===== src/rtl/tfe_pkg.sv =====
package tfe_pkg;
  typedef enum logic {TONE_LO = 1'b0, TONE_HI = 1'b1} tone_e;

  function automatic int unsigned bits_for(input int unsigned n);
    return (n < 2) ? 1 : $clog2(n);
  endfunction
endpackage


===== src/rtl/tfe_window_seq.sv =====
module tfe_window_seq import tfe_pkg::*; #(
  parameter int unsigned WIN_TICKS = 200000,
  parameter int unsigned REPS      = 5
) (
  input  logic clk_i,
  input  logic rst_ni,
  input  logic go_i,
  input  logic strobe_i,
  output logic run_o,
  output tone_e tone_o,
  output logic fin_o
);
  localparam int unsigned NWIN   = 2 * REPS;
  localparam int unsigned TICK_W = bits_for(WIN_TICKS);
  localparam int unsigned WIN_W  = bits_for(NWIN);

  logic [TICK_W-1:0] tick_q;
  logic [WIN_W-1:0]  win_q;
  logic              run_q, fin_q;
  logic              last_tick;

  assign last_tick = (tick_q == TICK_W'(WIN_TICKS - 1));

  always_ff @(posedge clk_i or negedge rst_ni) begin
    if (!rst_ni) begin
      tick_q <= '0;
      win_q  <= '0;
      run_q  <= 1'b0;
      fin_q  <= 1'b0;
    end else begin
      fin_q <= 1'b0;
      if (go_i) begin
        tick_q <= '0;
        win_q  <= '0;
        run_q  <= 1'b1;
      end else if (run_q && strobe_i) begin
        if (last_tick) begin
          tick_q <= '0;
          if (win_q == WIN_W'(NWIN - 1)) begin
            run_q <= 1'b0;
            fin_q <= 1'b1;
          end else begin
            win_q <= win_q + 1'b1;
          end
        end else begin
          tick_q <= tick_q + 1'b1;
        end
      end
    end
  end

  // even windows low tone, odd windows high tone
  assign tone_o = tone_e'(win_q[0]);
  assign run_o  = run_q;
  assign fin_o  = fin_q;

  AST_TONE_HOLD: assert property (@(posedge clk_i) disable iff (!rst_ni)
    (run_q && !strobe_i && !go_i) |=> $stable(tone_o));
  AST_FIN_PULSE: assert property (@(posedge clk_i) disable iff (!rst_ni)
    fin_q |=> !fin_q);
endmodule


===== src/rtl/tfe_ones_accum.sv =====
module tfe_ones_accum import tfe_pkg::*; #(
  parameter int unsigned SUM_W = 20
) (
  input  logic             clk_i,
  input  logic             rst_ni,
  input  logic             clr_i,
  input  logic             en_i,
  input  logic             sample_i,
  input  tone_e            tone_i,
  output logic [SUM_W-1:0] lo_o,
  output logic [SUM_W-1:0] hi_o
);
  logic [SUM_W-1:0] cnt_q [2];

  for (genvar ch = 0; ch < 2; ch++) begin : g_ch
    logic hit;
    assign hit = en_i && sample_i && (tone_i == tone_e'(ch)) && (cnt_q[ch] != '1);

    always_ff @(posedge clk_i or negedge rst_ni) begin
      if (!rst_ni)      cnt_q[ch] <= '0;
      else if (clr_i)   cnt_q[ch] <= '0;
      else if (hit)     cnt_q[ch] <= cnt_q[ch] + 1'b1;
    end

    AST_NO_WRAP: assert property (@(posedge clk_i) disable iff (!rst_ni)
      !clr_i |=> (cnt_q[ch] >= $past(cnt_q[ch])));
  end

  assign lo_o = cnt_q[0];
  assign hi_o = cnt_q[1];
endmodule


===== src/rtl/tfe_fit_div.sv =====
module tfe_fit_div import tfe_pkg::*; #(
  parameter int unsigned SUM_W = 20,
  parameter int unsigned FIT_W = 12,
  parameter int unsigned TOTAL = 1000000
) (
  input  logic             clk_i,
  input  logic             rst_ni,
  input  logic             go_i,
  input  logic [SUM_W-1:0] a_i,
  input  logic [SUM_W-1:0] b_i,
  output logic [FIT_W-1:0] fit_o,
  output logic             done_o,
  output logic             busy_o
);
  localparam int unsigned QB  = FIT_W + 1;
  localparam int unsigned N_W = bits_for(QB + 1);
  localparam int unsigned R_W = SUM_W + 1;
  localparam logic [R_W-1:0] DEN = R_W'(TOTAL);

  logic [R_W-1:0] rem_q, rem_sub;
  logic [QB-1:0]  quo_q, quo_nx;
  logic [N_W-1:0] n_q;
  logic           ge;
  logic [FIT_W-1:0] fit_q;
  logic           done_q;

  always_comb begin
    ge      = (rem_q >= DEN);
    rem_sub = ge ? (rem_q - DEN) : rem_q;
    quo_nx  = {quo_q[QB-2:0], ge};
  end

  always_ff @(posedge clk_i or negedge rst_ni) begin
    if (!rst_ni) begin
      rem_q  <= '0;
      quo_q  <= '0;
      n_q    <= '0;
      fit_q  <= '0;
      done_q <= 1'b0;
    end else begin
      done_q <= 1'b0;
      if (go_i) begin
        rem_q <= (a_i > b_i) ? R_W'(a_i - b_i) : R_W'(b_i - a_i);
        quo_q <= '0;
        n_q   <= N_W'(QB);
      end else if (n_q != '0) begin
        rem_q <= rem_sub << 1;
        quo_q <= quo_nx;
        n_q   <= n_q - 1'b1;
        if (n_q == N_W'(1)) begin
          done_q <= 1'b1;
          fit_q  <= quo_nx[QB-1] ? '1 : quo_nx[FIT_W-1:0];
        end
      end
    end
  end

  assign fit_o  = fit_q;
  assign done_o = done_q;
  assign busy_o = (n_q != '0);

  AST_DONE_PULSE: assert property (@(posedge clk_i) disable iff (!rst_ni)
    done_q |=> !done_q);
  AST_FIT_HOLD: assert property (@(posedge clk_i) disable iff (!rst_ni)
    1'b1 |=> (done_q || $stable(fit_q)));
endmodule


===== src/rtl/tone_fitness_eval.sv =====
module tone_fitness_eval import tfe_pkg::*; #(
  parameter int unsigned WIN_TICKS = 200000,
  parameter int unsigned REPS      = 5,
  parameter int unsigned FIT_W     = 12
) (
  input  logic             clk_i,
  input  logic             rst_ni,
  input  logic             start_i,
  output logic             tone_sel_o,
  input  logic             sample_i,
  input  logic             strobe_i,
  output logic             busy_o,
  output logic             done_o,
  output logic [FIT_W-1:0] fitness_o
);
  localparam int unsigned TOTAL = REPS * WIN_TICKS;
  localparam int unsigned SUM_W = bits_for(TOTAL + 1);

  logic             go, run, fin, div_busy;
  tone_e            tone;
  logic [SUM_W-1:0] sum_lo, sum_hi;

  assign busy_o = run | fin | div_busy;
  assign go     = start_i & ~busy_o;

  tfe_window_seq #(.WIN_TICKS(WIN_TICKS), .REPS(REPS)) u_seq (
    .clk_i, .rst_ni, .go_i(go), .strobe_i, .run_o(run), .tone_o(tone), .fin_o(fin)
  );

  tfe_ones_accum #(.SUM_W(SUM_W)) u_acc (
    .clk_i, .rst_ni, .clr_i(go), .en_i(run & strobe_i), .sample_i,
    .tone_i(tone), .lo_o(sum_lo), .hi_o(sum_hi)
  );

  tfe_fit_div #(.SUM_W(SUM_W), .FIT_W(FIT_W), .TOTAL(TOTAL)) u_div (
    .clk_i, .rst_ni, .go_i(fin), .a_i(sum_lo), .b_i(sum_hi),
    .fit_o(fitness_o), .done_o, .busy_o(div_busy)
  );

  assign tone_sel_o = tone;

  AST_IDLE_START: assert property (@(posedge clk_i) disable iff (!rst_ni)
    (start_i && !busy_o) |=> (busy_o && !tone_sel_o));
  AST_BUSY_IGNORE: assert property (@(posedge clk_i) disable iff (!rst_ni)
    (start_i && run) |=> $stable(sum_lo) || $past(strobe_i));
  AST_DONE_IDLE: assert property (@(posedge clk_i) disable iff (!rst_ni)
    done_o |-> !busy_o);
endmodule


===== config.mk =====
export PLATFORM = sky130hd
export DESIGN_NAME = tone_fitness_eval
export DESIGN_NICKNAME = d
export VERILOG_FILES = /design/src/rtl/tfe_pkg.sv /design/src/rtl/tfe_window_seq.sv /design/src/rtl/tfe_ones_accum.sv /design/src/rtl/tfe_fit_div.sv /design/src/rtl/tone_fitness_eval.sv
export SDC_FILE = /design/constraint.sdc
export NUM_CORES = 1
export LEC_CHECK = 0
export CAP_MARGIN = 20
export CORE_ASPECT_RATIO = 1.5
export CORE_MARGIN = 10
export CORE_UTILIZATION = 65
export CTS_CLUSTER_SIZE = 14
export DETAILED_ROUTE_END_ITERATION = 10
export GPL_ROUTABILITY_DRIVEN = 0
export PLACE_DENSITY_LB_ADDON = 0.05
export SLEW_MARGIN = 40
export SYNTH_ARGS = -nofsm -noshare
export SYNTH_HDL_FRONTEND = slang
export SYNTH_SLANG_ARGS = --single-unit

===== constraint.sdc =====
create_clock -name clk_i -period 5.1 [get_ports clk_i]
set_input_delay 1.275 -clock clk_i [delete_from_list [all_inputs] [get_ports clk_i]]
set_output_delay 1.275 -clock clk_i [all_outputs]
set_load 0.05 [all_outputs]

Word-level counts from Yosys, hierarchy flattened
Cells that the tools add are included.
{"block": "word_totals", "regBits": 114, "latchBits": 0, "ram_bits": 0, "mem_bits_ro": 0, "inputBits": 5, "wordCells": 81, "n_memories": 0}
{"block": "classes", "add_sub_neg": 8, "n_mul": 0, "n_div": 0, "magnitude_cmp": 2, "n_eq_ne": 6, "n_shift": 0, "mux": 31, "bitwise_logic": 7, "reduce_logical": 16}
{"operator": "two-way mux 20 bit", "n": 5}
{"operator": "two-way mux 21 bit", "n": 3}
{"operator": "two-way mux 18 bit", "n": 3}
{"operator": "subtractor 20 x 20 -> 21 bit", "n": 2}
{"operator": "adder 20 x 1 -> 20 bit, second input constant", "n": 2}
{"operator": "!= test 20 bit, second input constant", "n": 2}
{"operator": "two-way mux 12 bit", "n": 3}
{"operator": "two-way mux 4 bit", "n": 6}
{"operator": "greater-or-equal comparator 21 x 20 -> 1 bit, second input constant", "n": 1}
{"operator": "> comparator 20 bit", "n": 1}
{"operator": "subtractor 20 bit, second input constant", "n": 1}
{"operator": "adder 18 x 1 -> 18 bit, second input constant", "n": 1}
{"operator": "== test 18 bit, second input constant", "n": 1}
{"operator": "nonzero test 2 bit", "n": 6}
{"operator": "two-way mux 1 bit", "n": 11}
{"operator": "AND reduction 3 bit", "n": 3}
{"operator": "logical AND 1 bit", "n": 6}
{"operator": "adder 4 x 1 -> 4 bit, second input constant", "n": 1}
{"operator": "== test 4 x 1 -> 1 bit, second input constant", "n": 1}
{"operator": "== test 4 bit, second input constant", "n": 1}
{"operator": "nonzero test 4 bit", "n": 1}
{"operator": "subtractor 4 x 1 -> 4 bit, second input constant", "n": 1}
{"operator": "NOT 1 bit", "n": 3}
{"operator": "bitwise AND 1 bit", "n": 2}
{"operator": "2 further kinds", "n": 3}

Depth between registers and ports, before layout
{"block": "depth", "word_depth": 6, "ltp_mapped": 15}

By module
A second synthesis with hierarchy kept.
{"block": "hier_totals", "cells_unflattened": 951, "hier_area_um2": 8279.2}
{"module": "tfe_fit_div", "instances": 1, "cells_per_inst": 567, "area_per_inst_um2": 4605.7, "seq_area_each_um2": 1251.2}
{"module": "tfe_ones_accum", "instances": 1, "cells_per_inst": 239, "area_per_inst_um2": 2333.5, "seq_area_each_um2": 1001.0}
{"module": "tfe_window_seq", "instances": 1, "cells_per_inst": 142, "area_per_inst_um2": 1318.8, "seq_area_each_um2": 600.6}
{"module": "tone_fitness_eval", "instances": 1, "cells_per_inst": 3, "area_per_inst_um2": 21.3, "seq_area_each_um2": 0.0}

Worst setup path before layout
Ideal clock, no wire load.
{"block": "synth_path", "kind": "register to register", "from": "register u_acc.cnt_q, in the netlist u_acc.lo_o[6]", "to": "register u_div.rem_q[11]", "setup_ns": 0.120, "arrival_time_ns": 2.926, "setup_slack_ns": 2.054, "path_stages_with_launch": 15, "path_buffers": 3, "path_cell_list": "dfrtp_1 > inv_1 > ha_1 > buf_6 > and4_1 > buf_4 > nand3_2 > a31oi_2 > nor2_2 > o21a_1 > buf_6 > nor2_8 > mux2_2 > or4_1 > a31o_1"}
{"block": "synth_via", "elab_chain_cells": 3, "word_cells_on_any_way": 5, "cone_classes": "2 x add/sub; 1 x order compare; 2 x mux"}
{"item": "start, declared", "line": "tfe_ones_accum.sv:13", "source": "logic [SUM_W-1:0] cnt_q [2];"}
{"item": "start signal, assigned by index", "line": "tfe_ones_accum.sv:22", "source": "else if (hit) cnt_q[ch] <= cnt_q[ch] + 1'b1;"}
{"item": "subtractor 20 x 20 -> 21 bit / > comparator 20 bit (equally long branches)", "line": "tfe_fit_div.sv:43", "source": "rem_q <= (a_i > b_i) ? R_W'(a_i - b_i) : R_W'(b_i - a_i);"}
{"item": "two-way mux 21 bit (*)", "line": "tfe_fit_div.sv:43"}
{"item": "two-way mux 21 bit (*)", "line": "tfe_fit_div.sv:42", "source": "if (go_i) begin"}
{"item": "end signal, assigned", "line": "tfe_fit_div.sv:43"}
{"item": "end signal, assigned", "line": "tfe_fit_div.sv:47", "source": "rem_q <= rem_sub << 1;"}
{"item": "end, declared", "line": "tfe_fit_div.sv:20", "source": "logic [R_W-1:0] rem_q, rem_sub;"}
Mark *: on every way between the ends. The rest lies on a longest branch, timed or not.
A chain may end at the register's enable or synchronous reset.

Final worst setup path
{"block": "layout_path", "from": "register u_div.n_q[0]", "to": "output port busy_o"}
{"block": "layout_via", "elab_chain_cells": 2}
{"item": "start, declared", "line": "tfe_fit_div.sv:22", "source": "logic [N_W-1:0] n_q;"}
{"item": "start signal, assigned", "line": "tfe_fit_div.sv:45", "source": "n_q <= N_W'(QB);"}
{"item": "start signal, assigned", "line": "tfe_fit_div.sv:49", "source": "n_q <= n_q - 1'b1;"}
{"item": "nonzero test 4 bit", "line": "tfe_fit_div.sv:60", "source": "assign busy_o = (n_q != '0);"}
{"item": "bitwise OR 1 bit", "line": "tone_fitness_eval.sv:23", "source": "assign busy_o = run | fin | div_busy;"}
{"item": "end, declared", "line": "tone_fitness_eval.sv:12", "source": "output logic busy_o,"}
No other way between the ends.

==> qor.yml <==
status: "completed"
p_leak_nw: 3.85
grt_max_degree: 89
yosys_warnings: 0
start_util_pct: 67.0
finalHoldViolCount: 0
syn-cell-area_um2: 7760
core-area_um2: 11600
setup_ws_ns: 1.11
critPathLaunchType: "flip-flop"
maxSlewViolCount: 0
synth_top_area_cell: "dfrtp_1"
nets: 983
period_needed_ns: 3.99
ios: 20
synthArstFlopShare_pct: 100
placed_cell_area_um2: 7990
slowest_delay_ns: 0.71
synth_cells: 927
totalWireLength_um: 19000
dpl.hpwl_um: 13600
antenna_found_initial: 0
max_cap_viol_count: 0
cp_common_cell: "inv_1"
worst_hold_path_type: "reg -> reg"
tightest_slew_ns: 0.839
post_synth.cell_area_avg_um2: 8.38
fin_tns_setup_ns: 0
critPathMaxFanout: 6
cp-end-kind: "primary output"
final_area_um2: 8600
cts-hold-fix-buffers: 0
relSlewSlack_pct: 43.6
crit_type: "reg -> out"
setup_viol: 0
rsz0062_at_grt: "false"
cts_resized: 0
fmax_mhz: 250
viasPerCell: 6.29
ant_nets: 0
grt_pass1_vias: 6775
num_antenna_cells: 0
worstPathRequired_ns: 3.83
cts_tree: "yes"
fillers: 850
cts_buffers: 17
clock-sinks: 114
synth_edf_count: 0
crit_slowest_cell: "clkdlybuf4s50_1"
syn-num-nets: 983
dr_total_vias: 6860
die_area_um2: 16800
insertion_delay_ns: 0.42
synth_area_leaders: "dfrtp_1, ha_1, xnor2_1"
path_clk_slew_ns: 0.06
cts.path.max_buffers: 2
ys_seq_area_share_pct: 36.7
pwr_density_cell_nw_per_um2: 415
grt_pass1_wl_um: 31700
fp-row-count: 48
overflow: 0
crit_chain: "inv_1, ha_1, or3b_1, nor3_1, inv_1, clkdlybuf4s50_1"
cts_root_buf: "clkbuf_16"
grt_usage_pct: 23.1
yosysTopAreaCellShare_pct: 36.7
irDropWorstVdd_mv: 0.305
postCtsSetupBuffers: 0
die_height_um: 154
ys_ff_latch: 114
worstPathArrival_ns: 2.72
drc_errors: 0
htree_levels: 4
avgRoutedWirePerCell_um: 17.4
die_x_um: 109
yosysMostFrequentCell: "dfrtp_1"
fin_crit_sh_pct: 78.3
drive_gt1_share_pct: 5.85
firstDrtPassIters: 6
synth_common_cells: "dfrtp_1, nor2_1, nand2_1, a21oi_1, o21ai_0"
fin_worst_skew_ns: 0.0133
drt_iter0_markers: 397
synth.distinct_cells: 66
post-place-ws_ns: 1.20
port_buffers: 19
synthFlopType: "dfrtp_1"
syn_to_final_growth_pct: 10.8
## cells in the final DEF, fill, tap and decap left out, types with 4 or more instances in the layout
cell and n:
dfrtp_1 114, nor2_1 109, nand2_1 104, a21oi_1 74, o21ai_0 57, inv_1 54
xnor2_1 52, ha_1 49, nand3_1 29, a21o_1 24, nor3_1 21, nand4_1 19
and3_1 18, clkdlybuf4s50_1 18, xor2_1 17, clkbuf_16 17, mux2i_1 13, a211oi_1 12
a31oi_1 10, nor4_1 8, and4_1 7, nand2b_1 7, nor2b_1 7, a221oi_1 7
and2_1 6, buf_4 6, o211ai_1 5, or3_1 4
## flip-flops by register name (all words and copies together) (netlist names)
register	cells
u_seq.run_o	1
u_acc.hi_o	20
u_div.rem_q	21
u_div.n_q	4
u_seq.fin_o	1
u_div.quo_q	12
u_seq.tick_q	18
u_div.fit_o	12
u_acc.lo_o	20
u_seq.win_q	4
u_div.done_o	1
## worst paths after layout
check,start,endpoint,slack [ns],cells past startpoint
setup / recovery,u_div.n_q[0],busy_o,1.11,6
hold / removal,u_seq.tick_q[1],u_seq.tick_q[1],0.52,2
setup reg to reg,u_acc.lo_o[6],u_div.rem_q[11],1.38,11
hold reg to reg,u_seq.tick_q[1],u_seq.tick_q[1],0.52,2
max in group asynchronous,rst_ni,u_acc.hi_o[9],3.35,2
min in group asynchronous,rst_ni,u_div.fit_o[7],0.90,1
## critical path, delay by kind of cell (launching register included)
family | cells | cell delay [ns]
and+or+nand+nor | 2 | 0.76
DFF | 1 | 0.40
adders and majority gates | 1 | 0.25
buffers and inverters | 3 | 0.89
## cells by family (layout without fill, tap and decap cells)
logic type,after synthesis,in the layout,synth area share (%)
XOR/XNOR,69,69,7.78
flip-flops,114,114,36.7
buffers and inverters,98,111,5.37
AO/OA/AOI/OAI,221,221,17.7
AND/OR/NAND/NOR,359,359,22.1
adder cells (fa/ha/maj),51,51,8.41
multiplexers,15,15,1.97
## routing by layer
layer / global-route usage, % / vias up / wire length, um
met3: 3.60 / 72 / 999
met1: 26.3 / 3272 / 7500
met4: 14.4 / 0 / 963
met5: 0 / - / 0
li1: - / 3238 / -
met2: 39.0 / 278 / 9500
## power breakdown
part	switching [mW]	leakage (nW)	internal, mW
Combinational	0.754	2.00	0.511
Sequential	0.0951	1.56	0.972
Clock	0.438	0.290	0.797
## through the flow
stage          power (mW)  hold slack [ns]  instances  utilization [%]
2_1_floorplan        2.04            0.468        927                -
3_5_place_dp         2.30            0.506       1058             68.9
4_1_cts              3.55            0.522       1090             74.2
5_1_grt              3.77            0.559       1090             74.2
3_3_place_gp         2.26            0.489       1058             68.8
6_report             3.57            0.520       1090             74.2
## layout make-up
cell class	count	area [um^2]	share of cell area [%]
inverters	54	203	2.36
multi-input cells	715	4510	52.4
flip-flops and latches	114	2850	33.2
repair buffers	25	239	2.78
clock inverters	11	153	1.77
well taps	150	188	2.18
clock buffers	21	460	5.35
Note: power is estimated with default switching activity, not from simulation.
